## src/rtl/cfg_seq_pkg.sv

```systemverilog
package cfg_seq_pkg;

    localparam int BUS_W      = 8;
    localparam int DF_W       = 8;
    localparam int FN_W       = 3;
    localparam int SLOT_W     = DF_W - FN_W;
    localparam int BASE_OFF_W = 12;
    localparam int OFF_W      = BASE_OFF_W + 1;
    localparam int ADDR_W     = BUS_W + DF_W + BASE_OFF_W;
    localparam int DATA_W     = 32;
    localparam int BE_W       = DATA_W / 8;
    localparam int LANE_W     = $clog2(BE_W);

    localparam logic [OFF_W-1:0]  SCRATCH_OFF   = 13'h010;
    localparam logic [OFF_W-1:0]  WIN_A_LO      = 13'h018;
    localparam logic [OFF_W-1:0]  WIN_A_HI      = 13'h034;
    localparam logic [OFF_W-1:0]  WIN_B_LO      = 13'h158;
    localparam logic [OFF_W-1:0]  WIN_B_HI      = 13'h178;
    localparam logic [SLOT_W-1:0] ROOT_SLOT_LO  = 5'd16;
    localparam logic [SLOT_W-1:0] ROOT_SLOT_HI  = 5'd17;
    localparam logic [FN_W-1:0]   ROOT_FN_LIMIT = 3'd4;

    typedef enum logic [1:0] {
        SZ_BYTE = 2'b00,
        SZ_HALF = 2'b01,
        SZ_WORD = 2'b10,
        SZ_BAD  = 2'b11
    } size_e;

    typedef enum logic [1:0] {
        ST_OK    = 2'b00,
        ST_RANGE = 2'b01,
        ST_ALIGN = 2'b10
    } status_e;

    typedef enum logic [2:0] {
        P_IDLE,
        P_SCRATCH,
        P_CAPTURE,
        P_RESTORE,
        P_SINGLE,
        P_REPLY
    } phase_e;

    typedef struct packed {
        logic                 write;
        logic [BUS_W-1:0]     bus;
        logic [DF_W-1:0]      devfn;
        logic [OFF_W-1:0]     off;
        size_e                size;
        logic [DATA_W-1:0]    wdata;
    } cfg_req_t;

    function automatic logic [ADDR_W-1:0] win_addr(input logic [BUS_W-1:0] b,
                                                   input logic [DF_W-1:0]  d,
                                                   input logic [OFF_W-1:0] o);
        win_addr = {b, {(DF_W + BASE_OFF_W){1'b0}}}
                 | {{BUS_W{1'b0}}, d, {BASE_OFF_W{1'b0}}}
                 | {{(ADDR_W - OFF_W){1'b0}}, o};
    endfunction

    function automatic logic [DATA_W-1:0] size_mask(input size_e s);
        case (s)
            SZ_BYTE: size_mask = 32'h0000_00FF;
            SZ_HALF: size_mask = 32'h0000_FFFF;
            default: size_mask = 32'hFFFF_FFFF;
        endcase
    endfunction

    function automatic logic [BE_W-1:0] lane_enables(input size_e s, input logic [LANE_W-1:0] lo);
        case (s)
            SZ_BYTE: lane_enables = 4'b0001 << lo;
            SZ_HALF: lane_enables = 4'b0011 << lo;
            default: lane_enables = 4'b1111;
        endcase
    endfunction

endpackage

```

## src/rtl/cfg_seq_decode.sv

```systemverilog
module cfg_seq_decode
    import cfg_seq_pkg::*;
(
    input  logic               write,
    input  logic [BUS_W-1:0]   bus,
    input  logic [DF_W-1:0]    devfn,
    input  logic [OFF_W-1:0]   off,
    input  size_e              size,
    output status_e            status,
    output logic               use_rmw
);
    logic ext_fn, in_range, aligned, root_port, in_window;

    always_comb begin
        ext_fn   = (bus == '0) && (devfn == '0);
        in_range = ext_fn || (off[OFF_W-1:BASE_OFF_W] == '0);

        case (size)
            SZ_BYTE: aligned = 1'b1;
            SZ_HALF: aligned = ~off[0];
            SZ_WORD: aligned = (off[1:0] == 2'b00);
            default: aligned = 1'b0;
        endcase

        root_port = (bus == '0)
                 && (devfn[FN_W-1:0] < ROOT_FN_LIMIT)
                 && ((devfn[DF_W-1:FN_W] == ROOT_SLOT_LO) || (devfn[DF_W-1:FN_W] == ROOT_SLOT_HI));

        in_window = ((off >= WIN_A_LO) && (off < WIN_A_HI))
                 || ((off >= WIN_B_LO) && (off < WIN_B_HI));

        if (!in_range)     status = ST_RANGE;
        else if (!aligned) status = ST_ALIGN;
        else               status = ST_OK;

        use_rmw = (status == ST_OK) && !write && root_port && in_window;
    end
endmodule

```

## src/rtl/cfg_seq_lanes.sv

```systemverilog
module cfg_seq_lanes
    import cfg_seq_pkg::*;
(
    input  size_e               size,
    input  logic [LANE_W-1:0]   lo,
    input  logic [DATA_W-1:0]   wdata,
    input  logic [DATA_W-1:0]   dword,
    output logic [BE_W-1:0]     be,
    output logic [DATA_W-1:0]   wlanes,
    output logic [DATA_W-1:0]   rfield
);
    logic [LANE_W+2:0] sh;

    always_comb begin
        sh     = {lo, 3'b000};
        be     = lane_enables(size, lo);
        wlanes = (wdata & size_mask(size)) << sh;
        rfield = (dword >> sh) & size_mask(size);
    end
endmodule

```

## src/rtl/cfg_seq.sv

```systemverilog
module cfg_seq
    import cfg_seq_pkg::*;
(
    input  logic               clk,
    input  logic               rst,
    input  logic               req_valid,
    output logic               req_ready,
    input  logic               req_write,
    input  logic [7:0]         req_bus,
    input  logic [7:0]         req_devfn,
    input  logic [12:0]        req_off,
    input  logic [1:0]         req_size,
    input  logic [31:0]        req_wdata,
    output logic               rsp_valid,
    input  logic               rsp_ready,
    output logic [1:0]         rsp_status,
    output logic [31:0]        rsp_rdata,
    output logic               m_valid,
    input  logic               m_ready,
    output logic               m_write,
    output logic [27:0]        m_addr,
    output logic [3:0]         m_be,
    output logic [31:0]        m_wdata,
    input  logic [31:0]        m_rdata
);
    phase_e              phase;
    cfg_req_t            cur;
    status_e             cur_status;
    logic [DATA_W-1:0]   held_dw;
    logic [DATA_W-1:0]   rdata_q;

    status_e             dec_status;
    logic                dec_rmw;
    logic [BE_W-1:0]     ln_be;
    logic [DATA_W-1:0]   ln_wlanes;
    logic [DATA_W-1:0]   ln_rfield;
    logic [DATA_W-1:0]   ln_src;
    logic [OFF_W-1:0]    dw_off;

    cfg_seq_decode u_decode (
        .write   (req_write),
        .bus     (req_bus),
        .devfn   (req_devfn),
        .off     (req_off),
        .size    (size_e'(req_size)),
        .status  (dec_status),
        .use_rmw (dec_rmw)
    );

    assign ln_src = (phase == P_RESTORE) ? held_dw : m_rdata;

    cfg_seq_lanes u_lanes (
        .size   (cur.size),
        .lo     (cur.off[LANE_W-1:0]),
        .wdata  (cur.wdata),
        .dword  (ln_src),
        .be     (ln_be),
        .wlanes (ln_wlanes),
        .rfield (ln_rfield)
    );

    assign dw_off     = {cur.off[OFF_W-1:LANE_W], {LANE_W{1'b0}}};
    assign req_ready  = (phase == P_IDLE);
    assign rsp_valid  = (phase == P_REPLY);
    assign rsp_status = cur_status;
    assign rsp_rdata  = rdata_q;

    always_comb begin
        m_valid = 1'b1;
        m_write = 1'b0;
        m_addr  = win_addr(cur.bus, cur.devfn, dw_off);
        m_be    = '1;
        m_wdata = '0;
        case (phase)
            P_SCRATCH: begin
                m_write = 1'b1;
                m_addr  = win_addr(cur.bus, cur.devfn, SCRATCH_OFF);
            end
            P_CAPTURE: begin
                m_write = 1'b0;
            end
            P_RESTORE: begin
                m_write = 1'b1;
                m_wdata = held_dw;
            end
            P_SINGLE: begin
                m_write = cur.write;
                m_addr  = win_addr(cur.bus, cur.devfn, cur.off);
                m_be    = ln_be;
                m_wdata = cur.write ? ln_wlanes : '0;
            end
            default: begin
                m_valid = 1'b0;
                m_addr  = '0;
                m_be    = '0;
            end
        endcase
    end

    always_ff @(posedge clk) begin
        if (rst) begin
            phase      <= P_IDLE;
            cur        <= '0;
            cur_status <= ST_OK;
            held_dw    <= '0;
            rdata_q    <= '0;
        end else begin
            case (phase)
                P_IDLE: if (req_valid) begin
                    cur.write  <= req_write;
                    cur.bus    <= req_bus;
                    cur.devfn  <= req_devfn;
                    cur.off    <= req_off;
                    cur.size   <= size_e'(req_size);
                    cur.wdata  <= req_wdata;
                    cur_status <= dec_status;
                    rdata_q    <= '0;
                    if (dec_status != ST_OK) phase <= P_REPLY;
                    else if (dec_rmw)        phase <= P_SCRATCH;
                    else                     phase <= P_SINGLE;
                end
                P_SCRATCH: if (m_ready) phase <= P_CAPTURE;
                P_CAPTURE: if (m_ready) begin
                    held_dw <= m_rdata;
                    phase   <= P_RESTORE;
                end
                P_RESTORE: if (m_ready) begin
                    rdata_q <= ln_rfield;
                    phase   <= P_REPLY;
                end
                P_SINGLE: if (m_ready) begin
                    if (!cur.write) rdata_q <= ln_rfield;
                    phase <= P_REPLY;
                end
                P_REPLY: if (rsp_ready) phase <= P_IDLE;
                default: phase <= P_IDLE;
            endcase
        end
    end
endmodule

```

## config.mk

```make
export PLATFORM = sky130hd
export DESIGN_NAME = cfg_seq
export DESIGN_NICKNAME = d
export VERILOG_FILES = /design/src/rtl/cfg_seq_pkg.sv /design/src/rtl/cfg_seq_decode.sv /design/src/rtl/cfg_seq_lanes.sv /design/src/rtl/cfg_seq.sv
export SDC_FILE = /design/constraint.sdc
export NUM_CORES = 1
export LEC_CHECK = 0
export ABC_AREA = 0
export ABC_CLOCK_PERIOD_IN_PS = 4400
export BUFFER_PORTS_ARGS = -buffer_cell sky130_fd_sc_hd__buf_2
export CAP_MARGIN = 0
export CORE_ASPECT_RATIO = 1.4
export CORE_MARGIN = 2
export CORE_UTILIZATION = 55
export DETAILED_ROUTE_END_ITERATION = 16
export HOLD_SLACK_MARGIN = 0.1
export PLACE_DENSITY = 0.83
export REMOVE_ABC_BUFFERS = 1
export SLEW_MARGIN = 20
export SYNTH_ARGS = -nofsm -noshare
export SYNTH_HDL_FRONTEND = slang
export SYNTH_HIERARCHICAL = 1
export SYNTH_SLANG_ARGS = --single-unit
```

## constraint.sdc

```tcl
create_clock -name clk -period 4.4 [get_ports clk]
set_input_delay 0.66 -clock clk [delete_from_list [all_inputs] [get_ports clk]]
set_output_delay 0.66 -clock clk [all_outputs]
set_load 0.02 [all_outputs]
```

==> Word-level counts from Yosys, hierarchy flattened <==
Index checks and enable logic that the tools add are counted.
{ "word_totals": {"reg_bits": 133, "in_bits": 101, "output_inout_bits": 102, "wordCells": 99} }
{ "op_classes": {"order_cmp": 5, "n_eq_ne": 18, "shifts": 4, "muxes": 25, "bitwise": 7, "n_reduce_logical": 30} }
{ "op_table": {"columns": ["operator", "count"], "rows": [
  ["$mux 32", 6],
  ["$pmux 32 s2", 2],
  ["$pmux 32 s3", 1],
  ["$pmux 28 s3", 1],
  ["$and 32x32->32", 2],
  ["$or 28x13->28", 2],
  ["$shl 32x5->32", 1],
  ["$shr 32x5->32", 1],
  ["$or 28x20->28", 1],
  ["$mux 3", 7],
  ["$logic_not 8->1", 2],
  ["$pmux 4 s2", 2],
  ["$pmux 3 s5", 1],
  ["$ge 13x5->1 const B", 1],
  ["$ge 13x9->1 const B", 1],
  ["$lt 13x6->1 const B", 1],
  ["$lt 13x9->1 const B", 1],
  ["$ne 2x2->1 const B", 6],
  ["$eq 5x5->1 const B", 2],
  ["$reduce_and 5->1", 2],
  ["$logic_and 1x1->1", 8],
  ["$logic_not 2->1", 4],
  ["$eq 3x2->1 const B", 2],
  ["$eq 3x3->1 const B", 2],
  ["21 further kinds", 30]
]} }

==> Logic depth before layout (Yosys ltp) <==
{ "depth": {"depth_word": 12, "ltp_mapped": 10, "ltp_nobuf": 7} }

==> Cells and area by module <==
Netlist, hierarchy kept.
{ "modules_own_cells": {"columns": ["module", "n_inst", "cells_per_inst", "area_each_um2", "seq_area_each_um2"], "rows": [
  ["cfg_seq", 1, 731, 6098.3, 2662.6],
  ["cfg_seq_lanes", 1, 178, 1176.1, 0.0],
  ["cfg_seq_decode", 1, 18, 171.4, 0.0]
]} }

==> Worst setup path after synthesis <==
OpenSTA, ideal clock, no wires.
{ "synth_path": {"kind": "reg2out", "startpoint": "register phase[1]", "endpoint": "output m_addr[14]", "arrival_time_ns": 1.519, "t_required_ns": 3.740, "setup_slack_ns": 2.221, "stages_incl_launch_ff": 6, "n_path_buf": 2, "cell_sequence": "dfxtp_1 buf_2 nor2_1 xnor2_1 clkbuf_1 and2_1"} }
{ "synth_between": {"elab_chain_len": 3, "elab_cells_between_ends": 6, "cone_classes": "eq/ne: 4; mux: 1; reduce/logical: 1"} }
{ "synth_lines": {"columns": ["item", "line_no", "rtl"], "rows": [
  ["from (decl)", "cfg_seq.sv:26", "phase_e phase;"],
  ["from (signal assigned)", "cfg_seq.sv:102", "phase <= P_IDLE;"],
  ["from (signal assigned)", "cfg_seq.sv:118", "if (dec_status != ST_OK) phase <= P_REPLY;"],
  ["from (signal assigned)", "cfg_seq.sv:119", "else if (dec_rmw) phase <= P_SCRATCH;"],
  ["$eq 3x2->1", "cfg_seq.sv:74", "case (phase)"],
  ["$reduce_or 2->1 (no line)", null, null],
  ["$pmux 28 s3 (*)", "cfg_seq.sv:74", null],
  ["to (decl)", "cfg_seq.sv:21", "output logic [27:0] m_addr,"]
]} }
Mark *: on every way between the ends. The rest lies on a longest branch, timed or not.

==> Worst setup path in the final report <==
{ "layout_path": {"startpoint": "register cur[34] in the netlist's numbering", "endpoint": "output m_wdata[27]"} }
{ "layout_between": {"elab_chain_len": 3} }
{ "layout_lines": {"columns": ["item", "line_no", "rtl"], "rows": [
  ["from (decl)", "cfg_seq.sv:27", "cfg_req_t cur;"],
  ["$shl 32x5->32", "cfg_seq_lanes.sv:17", "wlanes = (wdata & size_mask(size)) << sh;"],
  ["named net ln_wlanes[27]", "cfg_seq.sv:35", "logic [DATA_W-1:0] ln_wlanes;"],
  ["$mux 32", "cfg_seq.sv:90", "m_wdata = cur.write ? ln_wlanes : '0;"],
  ["$pmux 32 s2", "cfg_seq.sv:74", null],
  ["to (decl)", "cfg_seq.sv:23", "output logic [31:0] m_wdata,"]
]} }
The timed path passes the listed nets, and every way through them passes these cells.

==> results list <==
- The flow ran to the end, and the final reports show no timing, DRC or antenna violations.
- Summed over all cells, the static leakage comes to 3.69 nW.
- VDD sags by at most 0.000388 V.
- Fraction of post-synthesis cell area in the top cell type by area: 35.8%
* Power per Cell Area: 520 mW/mm^2
* Number of optimization iterations in the first detailed-route pass: 5
- Number of hold buffers added after CTS: 0
* Starting density of the core: 55.9%
- Root cell of the clock tree: sky130_fd_sc_hd__clkbuf_16
- Summing the areas of all fa, ha and maj instances in the mapped netlist gives 0% of the synthesized area.
* Clk sink count: 133
* Ratio of cells with drive above 1 in the final layout: 26.9%
- Clock skew on the completed layout was measured at 0.00959 ns.
- Terminus of the critical flop-to-flop path: rsp_rdata[7]$_SDFFE_PP0P_
- Worst Hold Class: reg -> reg
- Flops & latches, synth: 133
* Drt total wl: 21200 um
* Site Rows: 50
* Net count reported at finish: 1170
- Setup repair after global routing left no endpoint under its margin.
* Number of post-CTS setup repair buffers: 0
* Compound-Gate Fraction of Synth Area: 21.4%
* Final worst path period need: 3.34 ns
- The HPWL after detailed placement is 13900 um.
* Global-route usage over all layers: 28.5%
- Count of final max-slew check failures: 0
- Worst Reg-to-Reg Cells: 7
- Counting distinct cell types in the post-synthesis netlist gives 55.
- Synth area leader: sky130_fd_sc_hd__dfxtp_1
- Standard cell area after detailed placement: 0.00831 mm^2
* Cells after synthesis: 927
* Critical path arrival: 2.68 ns
- Y dimension of the die: 142 um
- Counting the fill cells in the layout gives 1115.
- By startpoint and endpoint, the worst setup path is classified as reg -> out.
- Clock latency on the worst-skew pair: 0.41 ns
- The finished cells cover 0.00896 mm^2.
- Xor/xnor share of the synthesized area: 0.235%
* Average detailed-routed wire length per instance: 16.8 um
- The sequential cells in the finished layout cover a total of 0.00267 mm^2.
* Tightest Pin Transition: 1.00 ns
- Relative to the synthesized area, the layout overhead comes to 20.4%.
- The via count of the first global-routing pass is 6782.
- Data on the critical path is required at its endpoint by 3.74 ns.
* Worst flop-to-flop path startpoint: phase[0]$_SDFFE_PP0P_
* Crit. Startpoint: cur[34]$_SDFFE_PP0P_
* Number of violations reported at the end of detailed-routing iteration 0: 532
* Yosys synthesis warning count: 6
- Using the TritonRoute via totals, the vias-per-cell ratio works out to 5.75.
- Final worst-path cycle share: 75.9%
* Number of diodes: 0
* Number of antenna violations at the first check in global routing: 2
* Peak fanout along the critical path: 47
- Share of synthesized area occupied by flip-flops and latches: 35.8%
- Leaving out fill and tap cells, the most frequent cell in the layout is sky130_fd_sc_hd__nand2_1.
* Kind of end point of the critical path: output port
- Post-synth EDFFs: 0
- Asr flop ratio synth: 0%
* Chip width: 102 um
- Number of ports placed on the die boundary: 203
- Routed Antenna Nets: 0
* # resized after CTS: 0
- After routing, the total negative slack on setup checks comes to 0 ns.
- The floorplan step defined a die boundary enclosing 0.0145 mm^2.
* Number of buffers between clock root and the deepest sink: 2
* Via count of the routed design: 7273
- STA classifies the critical path startpoint as a flop.
- Clock tree from TritonCTS: yes
* Dominant register cell in the synthesized netlist: sky130_fd_sc_hd__dfxtp_1
* Top post-synthesis cells by area: sky130_fd_sc_hd__dfxtp_1 36%, sky130_fd_sc_hd__nand2_1 12%, sky130_fd_sc_hd__a21oi_1 8.0%
- Area of the multi-input gates: 0.00430 mm^2
- The worst register-to-register path has a setup slack of 1.48 ns.
* Post-Syn Area per Cell: 8.03 um^2
- Across the run, the number of max-cap violations was 0.
- The critical path ends at m_wdata[27].
* First-pass GRT wire length: 33100 um
- In this run the number of H-tree levels came out at 4.
- Minimum setup slack in the final design: 1.06 ns
- Fraction of the mapped netlist area in simple logic gates: 22.9%
- Share of cell area taken by muxes after synthesis: 12.6%
- Number of hold violations in the final report: 0
- Number of buffer cells added on primary ports: 202
- Core area: 0.0133 mm^2
- Entering global routing, the biggest net connects 81 pins.
- RePlAce Congestion: 0.846
- CTS Buf Count: 17
- The worst pin sits at a relative slew slack of 33.2%.
- Number of DRC violations after detailed routing: 0
- Timing would allow up to 299 MHz.
* Worst Setup Slack post-DPL: 1.55 ns
- Leaving out fill and tap cells, the most frequent cells in the layout are 239 x sky130_fd_sc_hd__nand2_1, 201 x sky130_fd_sc_hd__buf_2, 131 x sky130_fd_sc_hd__dfxtp_1.
* Largest family of logic cells by synthesized area: simple AND/OR/NAND/NOR gates
- Setup violations remaining at the end of the flow were counted as 0.
- Clock transition at the registers of the reported paths: 0.06 ns
* Area of the mapped netlist: 0.00745 mm^2
- Global route total overflow: 0
## Yosys cell counts (all sizes together), types with 10 or more instances
cell and number:
nor2 26, mux2 32, and2 28, mux2i 58, or2 10, a22o 32, clkbuf 37, a21oi 119
a22oi 16, buf 52, nand2 239, o211ai 34, nor2b 30, dfxtp 133
## cells by family after synthesis
logic type | count (synthesis)
buffers and inverters | 94
AOI/OAI and AO/OA | 245
and+or+nand+nor | 363
xor gates and xnor gates | 2
DFF | 133
muxes | 90
## flip-flops by register name, summed over array words and instances, names as in the netlist
| name | cells |
|---|---|
| cur | 64 |
| held_dw | 32 |
| phase | 3 |
| rsp_rdata | 32 |
| rsp_status | 2 |
## layer usage
| layer | part of all wire (%) | GRT usage [%] | up-vias |
|---|---|---|---|
| met5 | 0.061 | 0 | - |
| met4 | 3.4 | 12.4 | 2 |
| met3 | 8.0 | 6.21 | 60 |
| met2 | 50 | 49.2 | 338 |
| met1 | 38 | 33.6 | 3355 |
| li1 | - | - | 3518 |
## worst max-delay path, cell delays in order (launching register included)
cell and delay, ns:
sky130_fd_sc_hd__dfxtp_2 0.94, sky130_fd_sc_hd__buf_4 0.43, sky130_fd_sc_hd__nor2b_1 0.08, sky130_fd_sc_hd__a22oi_1 0.25
sky130_fd_sc_hd__o22ai_1 0.12, sky130_fd_sc_hd__a22o_1 0.26, sky130_fd_sc_hd__buf_2 0.16
## how the worst min path moves through the flow
stage / cells past startpoint / end / start
2_1_floorplan: 2 / cur[48]$_SDFFE_PP0P_ / cur[48]$_SDFFE_PP0P_
3_3_place_gp: 2 / cur[42]$_SDFFE_PP0P_ / cur[42]$_SDFFE_PP0P_
3_5_place_dp: 2 / cur[41]$_SDFFE_PP0P_ / cur[41]$_SDFFE_PP0P_
4_1_cts: 2 / cur[41]$_SDFFE_PP0P_ / cur[41]$_SDFFE_PP0P_
5_1_grt: 2 / cur[26]$_SDFFE_PP0P_ / cur[26]$_SDFFE_PP0P_
6_report: 2 / rsp_rdata[16]$_SDFFE_PP0P_ / rsp_rdata[16]$_SDFFE_PP0P_
## power breakdown
| part | internal [mW] | total (mW) | switching [mW] |
|---|---|---|---|
| logic | 0.552 | 1.53 | 0.980 |
| clock network | 1.03 | 1.58 | 0.542 |
| registers | 1.36 | 1.55 | 0.194 |
## area by class of cell
class / count / area share (%)
inverters: 5 / 0.209
clock inverters: 13 / 2.27
clock buffers: 19 / 5.05
repair buffers: 212 / 12.3
well taps: 182 / 2.54
flip-flops and latches: 133 / 29.7
multi-input cells: 700 / 47.9
## per-stage QoR
stage | power (mW) | utilization (%) | cells | hold slack, ns
final | 4.66 | 67.3 | 1264 | 0.449
after global routing | 4.88 | 67.3 | 1264 | 0.468
after CTS | 4.67 | 67.3 | 1264 | 0.451
after detailed placement | 3.08 | 62.3 | 1232 | 0.442
after global placement | 3.05 | 62.3 | 1232 | 0.439
after floorplan | 2.58 | - | 838 | 0.426
Power figures use the tool's default switching activity.
